**config.mk**
```make
export PLATFORM = sky130hd
export DESIGN_NAME = idx_csr_reader
export DESIGN_NICKNAME = d
export VERILOG_FILES = /design/src/rtl/ixr_pkg.sv /design/src/rtl/ixr_addr_dec.sv /design/src/rtl/ixr_idx_reg.sv /design/src/rtl/ixr_rd_ret.sv /design/src/rtl/idx_csr_reader.sv
export SDC_FILE = /design/constraint.sdc
export NUM_CORES = 1
export LEC_CHECK = 0
export ABC_CLOCK_PERIOD_IN_PS = 1800
export BUFFER_PORTS_ARGS = -buffer_cell sky130_fd_sc_hd__buf_2
export CAP_MARGIN = 30
export CORE_AREA = 2 2 132 134
export DETAILED_ROUTE_END_ITERATION = 8
export DIE_AREA = 0 0 134 136
export HOLD_SLACK_MARGIN = 0.05
export SYNTH_ARGS = -nofsm -noshare
export SYNTH_HDL_FRONTEND = slang
export SYNTH_SLANG_ARGS = --single-unit
```
**constraint.sdc**
```tcl
create_clock -name clk -period 1.8 [get_ports clk]
set_clock_uncertainty 0.05 [all_clocks]
set_input_delay 0.36 -clock clk [delete_from_list [all_inputs] [get_ports clk]]
set_output_delay 0.36 -clock clk [all_outputs]
set_load 0.05 [all_outputs]
```
**src/rtl/ixr_pkg.sv**
```systemverilog
`timescale 1ns/1ps
package ixr_pkg;
  localparam int IDX_W = 8;
  typedef logic [IDX_W-1:0] idx_t;

  typedef enum logic [1:0] {
    HIT_NONE = 2'd0,
    HIT_CTRL = 2'd1,
    HIT_MEM  = 2'd2
  } hit_e;

  // position after one table read: wraps modulo 2**IDX_W
  function automatic idx_t idx_step(idx_t cur, idx_t stride);
    return idx_t'(cur + stride);
  endfunction

  // true when the position addresses a real table entry
  function automatic logic idx_in_table(idx_t cur, int unsigned depth);
    return 32'(cur) < depth;
  endfunction
endpackage

```
**src/rtl/ixr_addr_dec.sv**
```systemverilog
`timescale 1ns/1ps
module ixr_addr_dec
  import ixr_pkg::*;
#(
  parameter int ADDR_W     = 8,
  parameter int NUM_TABLES = 3,
  parameter int CTRL_ADDR  = 0,
  parameter int MEM_BASE   = 16
) (
  input  logic [ADDR_W-1:0]     addr,
  output hit_e                  hit,
  output logic [NUM_TABLES-1:0] tbl_sel
);
  for (genvar k = 0; k < NUM_TABLES; k++) begin : g_tdec
    assign tbl_sel[k] = (addr == ADDR_W'(MEM_BASE + k));
  end

  always_comb begin
    if (|tbl_sel)                         hit = HIT_MEM;
    else if (addr == ADDR_W'(CTRL_ADDR))  hit = HIT_CTRL;
    else                                  hit = HIT_NONE;
  end
endmodule

```
**src/rtl/ixr_idx_reg.sv**
```systemverilog
`timescale 1ns/1ps
module ixr_idx_reg
  import ixr_pkg::*;
(
  input  logic        clk,
  input  logic        rst_n,
  input  logic        load,
  input  logic [15:0] load_val,
  input  logic        advance,
  output idx_t        idx,
  output idx_t        stride
);
  always_ff @(posedge clk) begin
    if (!rst_n) begin
      idx    <= '0;
      stride <= '0;
    end else if (load) begin
      idx    <= load_val[7:0];
      stride <= load_val[15:8];
    end else if (advance) begin
      idx    <= idx_step(idx, stride);
    end
  end

  p_load_r2: assert property (@(posedge clk) disable iff (!rst_n)
    load |=> (idx == $past(load_val[7:0]) && stride == $past(load_val[15:8])));

  p_adv_r5: assert property (@(posedge clk) disable iff (!rst_n)
    (advance && !load) |=> (idx == idx_step($past(idx), $past(stride)) && $stable(stride)));

  p_hold_r7: assert property (@(posedge clk) disable iff (!rst_n)
    (!advance && !load) |=> ($stable(idx) && $stable(stride)));
endmodule

```
**src/rtl/ixr_rd_ret.sv**
```systemverilog
`timescale 1ns/1ps
module ixr_rd_ret
  import ixr_pkg::*;
#(
  parameter int DATA_W     = 64,
  parameter int NUM_TABLES = 3,
  parameter int TBL_DEPTH  = 16
) (
  input  logic                         clk,
  input  logic                         rst_n,
  input  logic                         rd,
  input  hit_e                         hit,
  input  logic [NUM_TABLES-1:0]        tbl_sel,
  input  idx_t                         idx,
  input  idx_t                         stride,
  input  logic [NUM_TABLES*DATA_W-1:0] tbl_data,
  output logic [DATA_W-1:0]            rdata,
  output logic                         rvalid
);
  localparam int PAD_W = DATA_W - 2*IDX_W;

  logic [DATA_W-1:0] or_chain [NUM_TABLES+1];
  logic [DATA_W-1:0] mem_word;
  logic [DATA_W-1:0] ctrl_word;
  logic [DATA_W-1:0] next_word;
  logic              in_range;

  assign or_chain[0] = '0;
  for (genvar k = 0; k < NUM_TABLES; k++) begin : g_mux
    assign or_chain[k+1] = or_chain[k] |
      (tbl_data[k*DATA_W +: DATA_W] & {DATA_W{tbl_sel[k]}});
  end

  assign in_range  = idx_in_table(idx, TBL_DEPTH);
  assign mem_word  = in_range ? or_chain[NUM_TABLES] : '0;
  assign ctrl_word = {{PAD_W{1'b0}}, stride, idx};

  always_comb begin
    unique case (hit)
      HIT_MEM:  next_word = mem_word;
      HIT_CTRL: next_word = ctrl_word;
      default:  next_word = '0;
    endcase
  end

  always_ff @(posedge clk) begin
    if (!rst_n) begin
      rdata  <= '0;
      rvalid <= 1'b0;
    end else begin
      rvalid <= rd;
      if (rd) rdata <= next_word;
    end
  end

  p_rvalid_r8: assert property (@(posedge clk) disable iff (!rst_n)
    rd |=> rvalid);

  p_norvalid_r8: assert property (@(posedge clk) disable iff (!rst_n)
    !rd |=> !rvalid);

  p_oor_zero_r6: assert property (@(posedge clk) disable iff (!rst_n)
    (rd && hit == HIT_MEM && !in_range) |=> (rdata == '0));

  p_unmapped_zero_r7: assert property (@(posedge clk) disable iff (!rst_n)
    (rd && hit == HIT_NONE) |=> (rdata == '0));
endmodule

```
**src/rtl/idx_csr_reader.sv**
```systemverilog
`timescale 1ns/1ps
module idx_csr_reader
  import ixr_pkg::*;
#(
  parameter int ADDR_W     = 8,
  parameter int DATA_W     = 64,
  parameter int NUM_TABLES = 3,
  parameter int TBL_DEPTH  = 16,
  parameter int CTRL_ADDR  = 0,
  parameter int MEM_BASE   = 16
) (
  input  logic                         clk,
  input  logic                         rst_n,
  input  logic                         csr_rd,
  input  logic                         csr_wr,
  input  logic [ADDR_W-1:0]            csr_addr,
  input  logic [DATA_W-1:0]            csr_wdata,
  output logic [DATA_W-1:0]            csr_rdata,
  output logic                         csr_rvalid,
  output logic [7:0]                   tbl_rd_idx,
  output logic [NUM_TABLES-1:0]        tbl_rd_sel,
  input  logic [NUM_TABLES*DATA_W-1:0] tbl_rd_data
);
  hit_e                  hit;
  logic [NUM_TABLES-1:0] tbl_sel;
  logic                  mem_rd_hit;
  logic                  ctrl_wr_hit;
  idx_t                  idx;
  idx_t                  stride;
  logic                  unused_wdata_hi;

  assign unused_wdata_hi = ^csr_wdata[DATA_W-1:16];

  ixr_addr_dec #(
    .ADDR_W(ADDR_W), .NUM_TABLES(NUM_TABLES),
    .CTRL_ADDR(CTRL_ADDR), .MEM_BASE(MEM_BASE)
  ) u_dec (
    .addr(csr_addr), .hit(hit), .tbl_sel(tbl_sel)
  );

  assign mem_rd_hit  = csr_rd && (hit == HIT_MEM);
  assign ctrl_wr_hit = csr_wr && (hit == HIT_CTRL);

  ixr_idx_reg u_idx (
    .clk(clk), .rst_n(rst_n),
    .load(ctrl_wr_hit), .load_val(csr_wdata[15:0]),
    .advance(mem_rd_hit),
    .idx(idx), .stride(stride)
  );

  ixr_rd_ret #(
    .DATA_W(DATA_W), .NUM_TABLES(NUM_TABLES), .TBL_DEPTH(TBL_DEPTH)
  ) u_ret (
    .clk(clk), .rst_n(rst_n),
    .rd(csr_rd), .hit(hit), .tbl_sel(tbl_sel),
    .idx(idx), .stride(stride),
    .tbl_data(tbl_rd_data),
    .rdata(csr_rdata), .rvalid(csr_rvalid)
  );

  assign tbl_rd_idx = idx;
  assign tbl_rd_sel = tbl_sel & {NUM_TABLES{csr_rd}};

  p_sel_onehot_r4: assert property (@(posedge clk) disable iff (!rst_n)
    $onehot0(tbl_rd_sel));

  p_ctrl_rd_r3: assert property (@(posedge clk) disable iff (!rst_n)
    (csr_rd && hit == HIT_CTRL) |=> (csr_rdata[15:0] == {$past(stride), $past(idx)}));
endmodule

```
==> results summary, run 1 <==
In the routed layout, each cell is associated on average with a via count of 4.637. The path type of the worst min-delay path is input pin to flip-flop. The TritonCTS clock tree is done. The clock root buffer is sky130_fd_sc_hd__clkbuf_16.

The global routing's busiest layer is met2. The first-pass iteration count of the detailed router came out at 5. The met1 routing resource usage after global routing is 21.49%. The depth of the most critical reg-to-reg path came out at 8. The net switching fraction of the power is 23.69%. The met2 capacity usage during global routing is 31.23%. The max-slew violation total from the final report came out at 0.

The share of total power dissipated in sequential elements is 39.7%. The maximum clock frequency is 571.1 MHz. The type of element launching the critical path is an input pin. IR analysis of the VDD net gives a maximum drop of 413.3 uV. After filler insertion, the fill cell instance count of the layout stands at 1774. The maximum clock insertion buffer count is 2. The number of clock sinks is 81. The critical setup path kind is input pin to output port. At the end of routability-driven placement, the weighted congestion stood at 0.7888. The area occupied by multi-input gates came out at 0.002740 mm^2. The number of buffers inserted by hold repair at cts is 0. The combined global-route utilization of all metal layers is 17.89%.

The xor and xnor fraction of the mapped netlist area came out at 1.334%. In the synthesized netlist, the number of instances is 579. The cell total after placement came out at 1106. The worst hold path begins at tbl_rd_data[45]. The flow ran to the end, and the final reports show no timing, DRC or antenna violations.

The final count of hold timing violations came to 0. The largest net degree at the start of global routing came out at 45. The top-level port count came out at 344. In this run the critical register-to-register path is captured at u_idx.idx[4]. The worst path in the final design needs a cycle of 1.751 ns, including I/O delays and setup. The die extent in y came out at 136 um. The number of DRC markers in iteration 0 is 189. In this run the worst path has a maximum fanout of 6. The number of buffer and inverter instances along the worst setup path is 3. The worst-case register-to-register setup slack came out at 0.08 ns. The area of the die is 0.01822 mm^2. The signal arrival time at the worst endpoint came out at 1.34 ns. In this run the critical register-to-register path is launched from u_idx.idx[0]. The average size of a mapped cell came out at 7.935 um^2. The post-route cell area came out at 0.007020 mm^2. The initial antenna violation count is 1. The Yosys warning count came out at 0.

After Yosys synthesis, full adders, half adders and majority gates account for 2.342% of the synthesized area. The required arrival time at the worst endpoint came out at 1.39 ns. The detail-routed net length per standard cell came out at 15.04 um.

The area overhead of the layout relative to synthesis is 52.80%. The most used flip-flop cell after synthesis is sky130_fd_sc_hd__dfxtp_1. The wire length of the first global-routing pass is 25320 um. For the pin with the worst max-slew slack, the measured transition is 0.4564 ns. The clock-pin transition on the worst setup and hold timing paths is 0.06 ns.

The die extent in x is 134 um. Setup repair after global routing could not meet its margin everywhere. The number of distinct standard cells referenced by the synthesized netlist is 46. The port buffer count came out at 295. The max-slew headroom at the worst pin is 69.57%.

The total leakage power is 3.510 nW. The post-synth design cell area is 0.004594 mm^2. After floorplanning, the core was sized to cover 0.01688 mm^2. The number of remaining DRC errors is 0. The worst hold path passes through 2 cells. The final critical path takes up 97.28% of the cycle. The fraction of final layout cells with drive strength greater than 1 came out at 43.27%. The simple logic cell fraction of the synthesized area came out at 19.91%. The design internal power is 0.003459 W. Counting flops with an async set or reset pin after synthesis yields a share of 0%.

The count of endpoints failing setup in the final report is 0. The post-synthesis net count came out at 855. The final net count is 1170.

The wire length after detailed routing is 16920 um. The area taken by flip-flops and latches is 0.001634 mm^2. The post-DP HPWL is 13580 um. The detail route stage leaves a number of antenna-violating nets equal to 0. By area, the combinational part of the netlist is dominated by compound AO/OA/AOI/OAI gates.

The starting density of the core came out at 27.22%. The path with the worst hold slack has its endpoint at u_ret.rdata[45]. The placed standard-cell area is 0.006615 mm^2. Multiplexer cells account for 10.29% of the synthesized area. The power per cell area came out at 645.7 mW/mm^2. Across the run, the number of max-cap violations was 0. The number of clock buffers added by TritonCTS is 9. Clock latency on the worst-skew pair, taken at its later pin, is 0.34 ns. Row generation in the floorplan step produced 48 rows. For this run the aggregate overflow at the end of global routing stands at 0. CTS built an H-tree with a depth of 3. The element type at the critical path end is an output port. The largest single stage delay on the critical path is 0.30 ns. Synthesis inferred 81 register bits. The depth of the critical timing path with buffers and inverters included came out at 5.

The overall via count from detail_route is 5217. The number of global-route vias before repair came to 4921. The non-filler instance count after layout came out at 1125. Per report_power, the combinational group accounts for 14.4% of the total. The cell with the largest stage delay on the worst path is sky130_fd_sc_hd__nor4_4. Summing the areas of all compound-gate instances in the mapped netlist gives 24.56% of the synthesized area.

The switching power is 0.001074 W. Walking the worst path, the cells encountered are buf_2, nor4_4, buf_4, and3_1, buf_6. The sequential area share after synthesis is 35.29%. The kind of cell adding the most delay to the critical path is buffers and inverters. The number of enable-type register cells in the synthesized netlist is 0. The global-route track usage on met3 is 4.027%. The part of the power in the clock network came out at 45.9%.
==> flip-flops by register name, indices dropped and copies added (netlist names) <==
register	count
u_idx.idx	8
u_ret.rvalid	1
u_ret.rdata	64
u_idx.stride	8
==> area by class of cell <==
type                       count  share of cell area [%]
antenna                        1                 0.03564
sequential                    81                   23.28
clock buffer                  12                   3.814
inverter                       5                  0.2673
clock inverter                 4                   1.034
multi-input combinational    448                   39.03
tap                          225                   4.010
timing repair buffer         349                   28.53
==> worst max path at each step <==
stage	to	slack (ns)	start
global route	u_idx.idx[4]	-0.009	u_idx.idx[0]
global placement	tbl_rd_sel[1]	-0.08	csr_addr[1]
CTS	tbl_rd_sel[0]	0.02	csr_addr[1]
floorplan	tbl_rd_sel[1]	-0.09	csr_rd
finish	tbl_rd_sel[0]	0.05	csr_addr[1]
detailed placement	tbl_rd_sel[2]	-0.1	csr_addr[7]
==> cells by family (layout without fill, tap and decap cells) <==
group | Yosys count | after routing
buffers and inverters | 50 | 370
muxes | 47 | 47
other | 0 | 1
AOI/OAI and AO/OA | 191 | 191
xor gates and xnor gates | 7 | 7
adders and majority gates | 8 | 8
and+or+nand+nor | 195 | 195
DFF | 81 | 81
==> power by group through the flow <==
stage	clock, W	sequential (W)	combinational (W)
after detailed placement	0	0.00184	0.000655
final	0.00208	0.00180	0.000651
after CTS	0.00215	0.00180	0.000658
after global placement	0	0.00184	0.000649
after floorplan	0	0.00186	0.000269
after global routing	0.00223	0.00180	0.000718
==> layer usage <==
layer / vias to the layer above / share of wire, %
li1: 2658 / -
met2: 213 / 49
met3: 16 / 7.4
met4: 0 / 1.7
met5: - / 0
met1: 2330 / 42
==> metrics by stage <==
step | utilization (%) | total power, W | TNS (ns) | setup slack [ns] | hold WS (ns)
3_5_place_dp | 39.20 | 0.002494 | -0.4872 | -0.09682 | 0.3871
4_1_cts | 41.37 | 0.004610 | 0 | 0.01697 | 0.1438
5_1_grt | 41.59 | 0.004745 | -0.009278 | -0.009278 | 0.1585
3_3_place_gp | 39.20 | 0.002489 | -0.3396 | -0.07952 | 0.3823
2_1_floorplan | - | 0.002129 | -0.1718 | -0.08588 | 0.4027
6_report | 41.60 | 0.004533 | 0 | 0.04905 | 0.1658
==> layout by cell type, fill, tap and decap left out, types with 4 or more instances in the layout <==
cell | netlist | final
sky130_fd_sc_hd__nor2b_1 | 26 | 23
sky130_fd_sc_hd__buf_12 | 0 | 8
sky130_fd_sc_hd__nand3_1 | 6 | 5
sky130_fd_sc_hd__mux2i_1 | 45 | 45
sky130_fd_sc_hd__a21oi_1 | 61 | 59
sky130_fd_sc_hd__a21o_1 | 18 | 18
sky130_fd_sc_hd__xor2_1 | 4 | 4
sky130_fd_sc_hd__a22oi_1 | 28 | 28
sky130_fd_sc_hd__nand2b_1 | 8 | 7
sky130_fd_sc_hd__o21ai_0 | 47 | 47
sky130_fd_sc_hd__dfxtp_1 | 81 | 75
sky130_fd_sc_hd__o21ai_1 | 18 | 18
sky130_fd_sc_hd__ha_1 | 7 | 6
sky130_fd_sc_hd__buf_4 | 13 | 47
sky130_fd_sc_hd__and3_1 | 5 | 5
sky130_fd_sc_hd__dfxtp_2 | 0 | 4
sky130_fd_sc_hd__nor2_1 | 48 | 48
sky130_fd_sc_hd__clkbuf_16 | 0 | 10
sky130_fd_sc_hd__nand2_1 | 88 | 88
sky130_fd_sc_hd__and2_1 | 4 | 4
sky130_fd_sc_hd__o211ai_1 | 4 | 4
sky130_fd_sc_hd__buf_2 | 7 | 291
==> synth_stat cells, types with 2 or more instances <==
library cell	number	area, um^2
sky130_fd_sc_hd__nand2_1	88	330.3
sky130_fd_sc_hd__dfxtp_1	81	1622
sky130_fd_sc_hd__a21oi_1	61	305.3
sky130_fd_sc_hd__nor2_1	48	180.2
sky130_fd_sc_hd__o21ai_0	47	235.2
sky130_fd_sc_hd__mux2i_1	45	450.4
sky130_fd_sc_hd__a22oi_1	28	210.2
sky130_fd_sc_hd__nor2b_1	26	162.7
sky130_fd_sc_hd__a21o_1	18	135.1
sky130_fd_sc_hd__clkbuf_1	18	67.56
sky130_fd_sc_hd__o21ai_1	18	90.09
sky130_fd_sc_hd__buf_4	13	97.59
sky130_fd_sc_hd__nand2b_1	8	50.05
sky130_fd_sc_hd__buf_2	7	35.03
sky130_fd_sc_hd__ha_1	7	87.58
sky130_fd_sc_hd__nand3_1	6	30.03
sky130_fd_sc_hd__and3_1	5	31.28
sky130_fd_sc_hd__buf_6	5	56.30
sky130_fd_sc_hd__and2_1	4	25.02
sky130_fd_sc_hd__inv_1	4	15.01
sky130_fd_sc_hd__o211ai_1	4	30.03
sky130_fd_sc_hd__xor2_1	4	35.03
sky130_fd_sc_hd__a31oi_1	3	18.77
sky130_fd_sc_hd__xnor2_1	3	26.28
sky130_fd_sc_hd__a21oi_2	2	17.52
sky130_fd_sc_hd__a221oi_1	2	17.52
sky130_fd_sc_hd__a222oi_1	2	20.02
sky130_fd_sc_hd__mux2_1	2	22.52
sky130_fd_sc_hd__nor4_1	2	12.51
sky130_fd_sc_hd__o21a_1	2	15.01
==> what timing repair did <==
action                                  4_1_cts  5_1_grt
resized for setup                             8        6
pin swaps                                     1        1
endpoints found under the setup margin        5        5
hold endpoints to repair                      0        0
setup buffers                                 0        2
No activity file was read; power rests on OpenSTA's default activity.
==> run 2: changes to the inputs <==
- CELL_PAD_IN_SITES_DETAIL_PLACEMENT: not set -> 1
- CELL_PAD_IN_SITES_GLOBAL_PLACEMENT: not set -> 2
- CORE_AREA: 2 2 132 134 -> not set
- CORE_UTILIZATION: not set -> 20
- DIE_AREA: 0 0 134 136 -> not set
- PLACE_DENSITY_LB_ADDON: not set -> 0.1
==> run 2 against run 1 <==
Final area rose by 1.5%. Largest cell class unchanged. Highest routed layer unchanged. Clock power fell by 11%. Final cell count up 5.3%. Maximum frequency shrank 0.62%. Clock-buffer cell count down 1.
==> results summary, run 2 (synthesized netlist as in run 1, its figures left out) <==
The post-DP HPWL came out at 16390 um (+21%). The part of the power in the clock network came out at 42.9% (-3.0 points). The critical setup path kind is input pin to output port.

The starting density of the core is 20.35% (-6.9 points). The clock-pin transition on the worst setup and hold timing paths came out at 0.06 ns (about the same). The maximum clock frequency came out at 567.6 MHz (-0.62%).

The port buffer count is 295 (unchanged). Leaving out fill and tap cells, the most frequent cell in the layout is sky130_fd_sc_hd__buf_2. The element type at the critical path end is an output port. The sequential group share of total power is 41.5% (+1.8 points).

The area overhead of the layout relative to synthesis came out at 55.15%. The number of buffers inserted during clock tree synthesis is 9 (unchanged). The flip-flop count of the largest register after layout came out at 64 (unchanged). The max-capacitance violation count came out at 0 (unchanged). STA classifies the critical path startpoint as an input pin. The tree is rooted in a sky130_fd_sc_hd__clkbuf_16. The register with the most flip-flops in the final layout is u_ret.rdata. The weighted congestion reported at the end of routability-driven placement is 0.7753 (-1.7%). Leaving out fill and tap cells, the most frequent cells in the layout are 290 x sky130_fd_sc_hd__buf_2, 88 x sky130_fd_sc_hd__nand2_1, 76 x sky130_fd_sc_hd__dfxtp_1, 59 x sky130_fd_sc_hd__a21oi_1, 51 x sky130_fd_sc_hd__buf_4.

The biggest cell delay along the critical path is 0.29 ns (about the same). The largest net degree at the start of global routing was 42 (-6.7%). The design internal power was 0.003232 W (-6.6%). The power per cell area is 608.1 mW/mm^2 (-5.8%). The total leakage power came out at 3.502 nW (-0.24%). The max-slew violation total from the final report came out at 0 (unchanged). The net switching fraction of the power came to 25.43% (+1.7 points). The area of the placeable core came out at 0.02257 mm^2 (+34%). The first-pass iteration count of the detailed router was 4 (-1). The signal arrival time at the worst endpoint came to 1.35 ns (about the same).

The largest registers in the layout are u_ret.rdata x64, u_idx.idx x8, u_idx.stride x8. The number of clock sinks is 81 (unchanged). The run finished with clean final reports.

The final count of hold timing violations came out at 0 (unchanged). The wire length of the first global-routing pass came out at 30910 um (+22%). The number of global-route vias before repair is 5621 (+14%). The residual antenna-violating net count after detailed routing is 0 (unchanged). The die extent in x is 153.6 um (+15%). The number of buffers inserted by hold repair at cts is 0 (unchanged). The overall via count from detail_route came out at 5348 (+2.5%).

The clock insertion delay at the later pin of the skew report came out at 0.34 ns (about the same). The sum of overflow across all layers after global routing is 0 (unchanged). The wire length after detailed routing came out at 20200 um (+19%).

The number of DRC markers in iteration 0 is 132 (-30%). The die extent in y came to 153.6 um (+13%). The number of remaining DRC errors came to 0 (unchanged).

Setup repair after global routing could not meet its margin everywhere. The detail-routed net length per standard cell came out at 17.05 um (+13%). The final period demand of the worst path is 1.762 ns (+0.01099 ns). The final net count is 1173 (+0.26%).

The top-level port count was 344 (unchanged). The transition time of the tightest slew-check pin came to 0.5035 ns (+0.04708 ns). The slowest stage of the critical path is the sky130_fd_sc_hd__nor4_4 cell. The count of endpoints failing setup in the final report is 0 (unchanged).

The combined global-route utilization of all metal layers came out at 16.94% (-0.95 points). The critical path goes through buf_2, nor4_4, buf_4, and3_1, clkbuf_4. The initial antenna violation count came out at 0 (-1).

The maximum clock insertion buffer count is 2 (unchanged). The vias per cell is 4.513 (-2.7%). The combinational fraction of design power is 15.7% (+1.3 points).

The switching power was 0.001102 W (+2.7%). The fraction of final layout cells with drive strength greater than 1 is 43.67% (+0.40 points). The required arrival time at the worst endpoint is 1.39 ns (about the same). The area of the die came out at 0.02358 mm^2 (+29%).

The maximum net fanout on the critical path is 6 (unchanged). The number of antenna cells inserted is 0 (-1). The TritonCTS clock tree is done. The tightest hold margin is 0.1635 ns (-0.002252 ns). The path type of the worst min-delay path is input pin to flip-flop.

The largest voltage drop on the vdd net is 379.0 uV (-8.3%). The max-slew headroom at the worst pin is 66.43% (-3.1 points). The cell row count came out at 55 (+15%).

The number of H-tree levels came out at 3 (unchanged). The period utilization is 97.89% (+0.61 points). The sum of negative setup slack came out at 0 ns (unchanged).
run 2: cell count changes in the layout (fill, tap and decap cells not counted), moves of 2 or more:
cell / delta
sky130_fd_sc_hd__nor2b_2: -2
sky130_fd_sc_hd__buf_4: +4
sky130_fd_sc_hd__ha_4: +3
sky130_fd_sc_hd__ha_1: -3
sky130_fd_sc_hd__nor2b_4: +3
sky130_fd_sc_hd__buf_6: -2
run 2: area by class of cell:
class | instances | area, um^2
flip-flops and latches | 81 | 1633
well taps | 285 | 356.6
fillers | 2777 | 15440
multi-input cells | 448 | 2801
inverters | 5 | 18.77
clock buffers | 11 | 242.7
clock inverters | 3 | 42.54
repair buffers | 352 | 2033
run 2: worst paths after layout:
check                        from         endpoint  slack (ns)  depth (start not counted)
hold / removal    tbl_rd_data[45]  u_ret.rdata[45]        0.16                          2
hold reg to reg   u_ret.rdata[56]  u_ret.rdata[56]        0.40                          2
setup reg to reg     u_idx.idx[0]     u_idx.idx[6]        0.10                          8
setup / recovery      csr_addr[1]    tbl_rd_sel[0]        0.04                          5
run 2: critical path, delay by kind of cell:
kind	cells	cell delay, ns
buffers and inverters	3	0.54
and+or+nand+nor	2	0.45
run 2: timing repair:
action,CTS,global route
setup endpoints to repair,5,7
hold endpoints to repair,0,0
gates resized for setup,6,11
buffers inserted,1,2
pin swaps,0,3
run 2: metrics by stage:
| stage | power (W) | utilization [%] | setup WS [ns] | cell area, um^2 | cells |
|---|---|---|---|---|---|
| after global routing | 0.004566 | 31.58 | -0.01152 | 7128 | 1185 |
| after CTS | 0.004432 | 31.23 | 0.006764 | 7049 | 1183 |
| final | 0.004335 | 31.58 | 0.03806 | 7128 | 1185 |
| after global placement | 0.002516 | 29.79 | -0.2640 | 6725 | 1168 |
| after floorplan | 0.002129 | - | -0.08588 | 4626 | 579 |
| after detailed placement | 0.002527 | 29.79 | -0.2644 | 6725 | 1168 |
run 2: routing by layer:
layer	vias to the layer above	routed length, um	GRT usage, %
li1	2663	-	-
met1	2493	8333	18.92
met5	-	0	0
met2	173	10420	31.73
met4	0	363	4.905
met3	19	1081	3.861
run 2: power groups by stage:
stage | sequential [W] | clock [W] | combinational, W
3_5_place_dp | 0.00184 | 0 | 0.000688
4_1_cts | 0.00180 | 0.00194 | 0.000693
6_report | 0.00180 | 0.00186 | 0.000679
3_3_place_gp | 0.00184 | 0 | 0.000677
5_1_grt | 0.00180 | 0.00202 | 0.000752
2_1_floorplan | 0.00186 | 0 | 0.000269
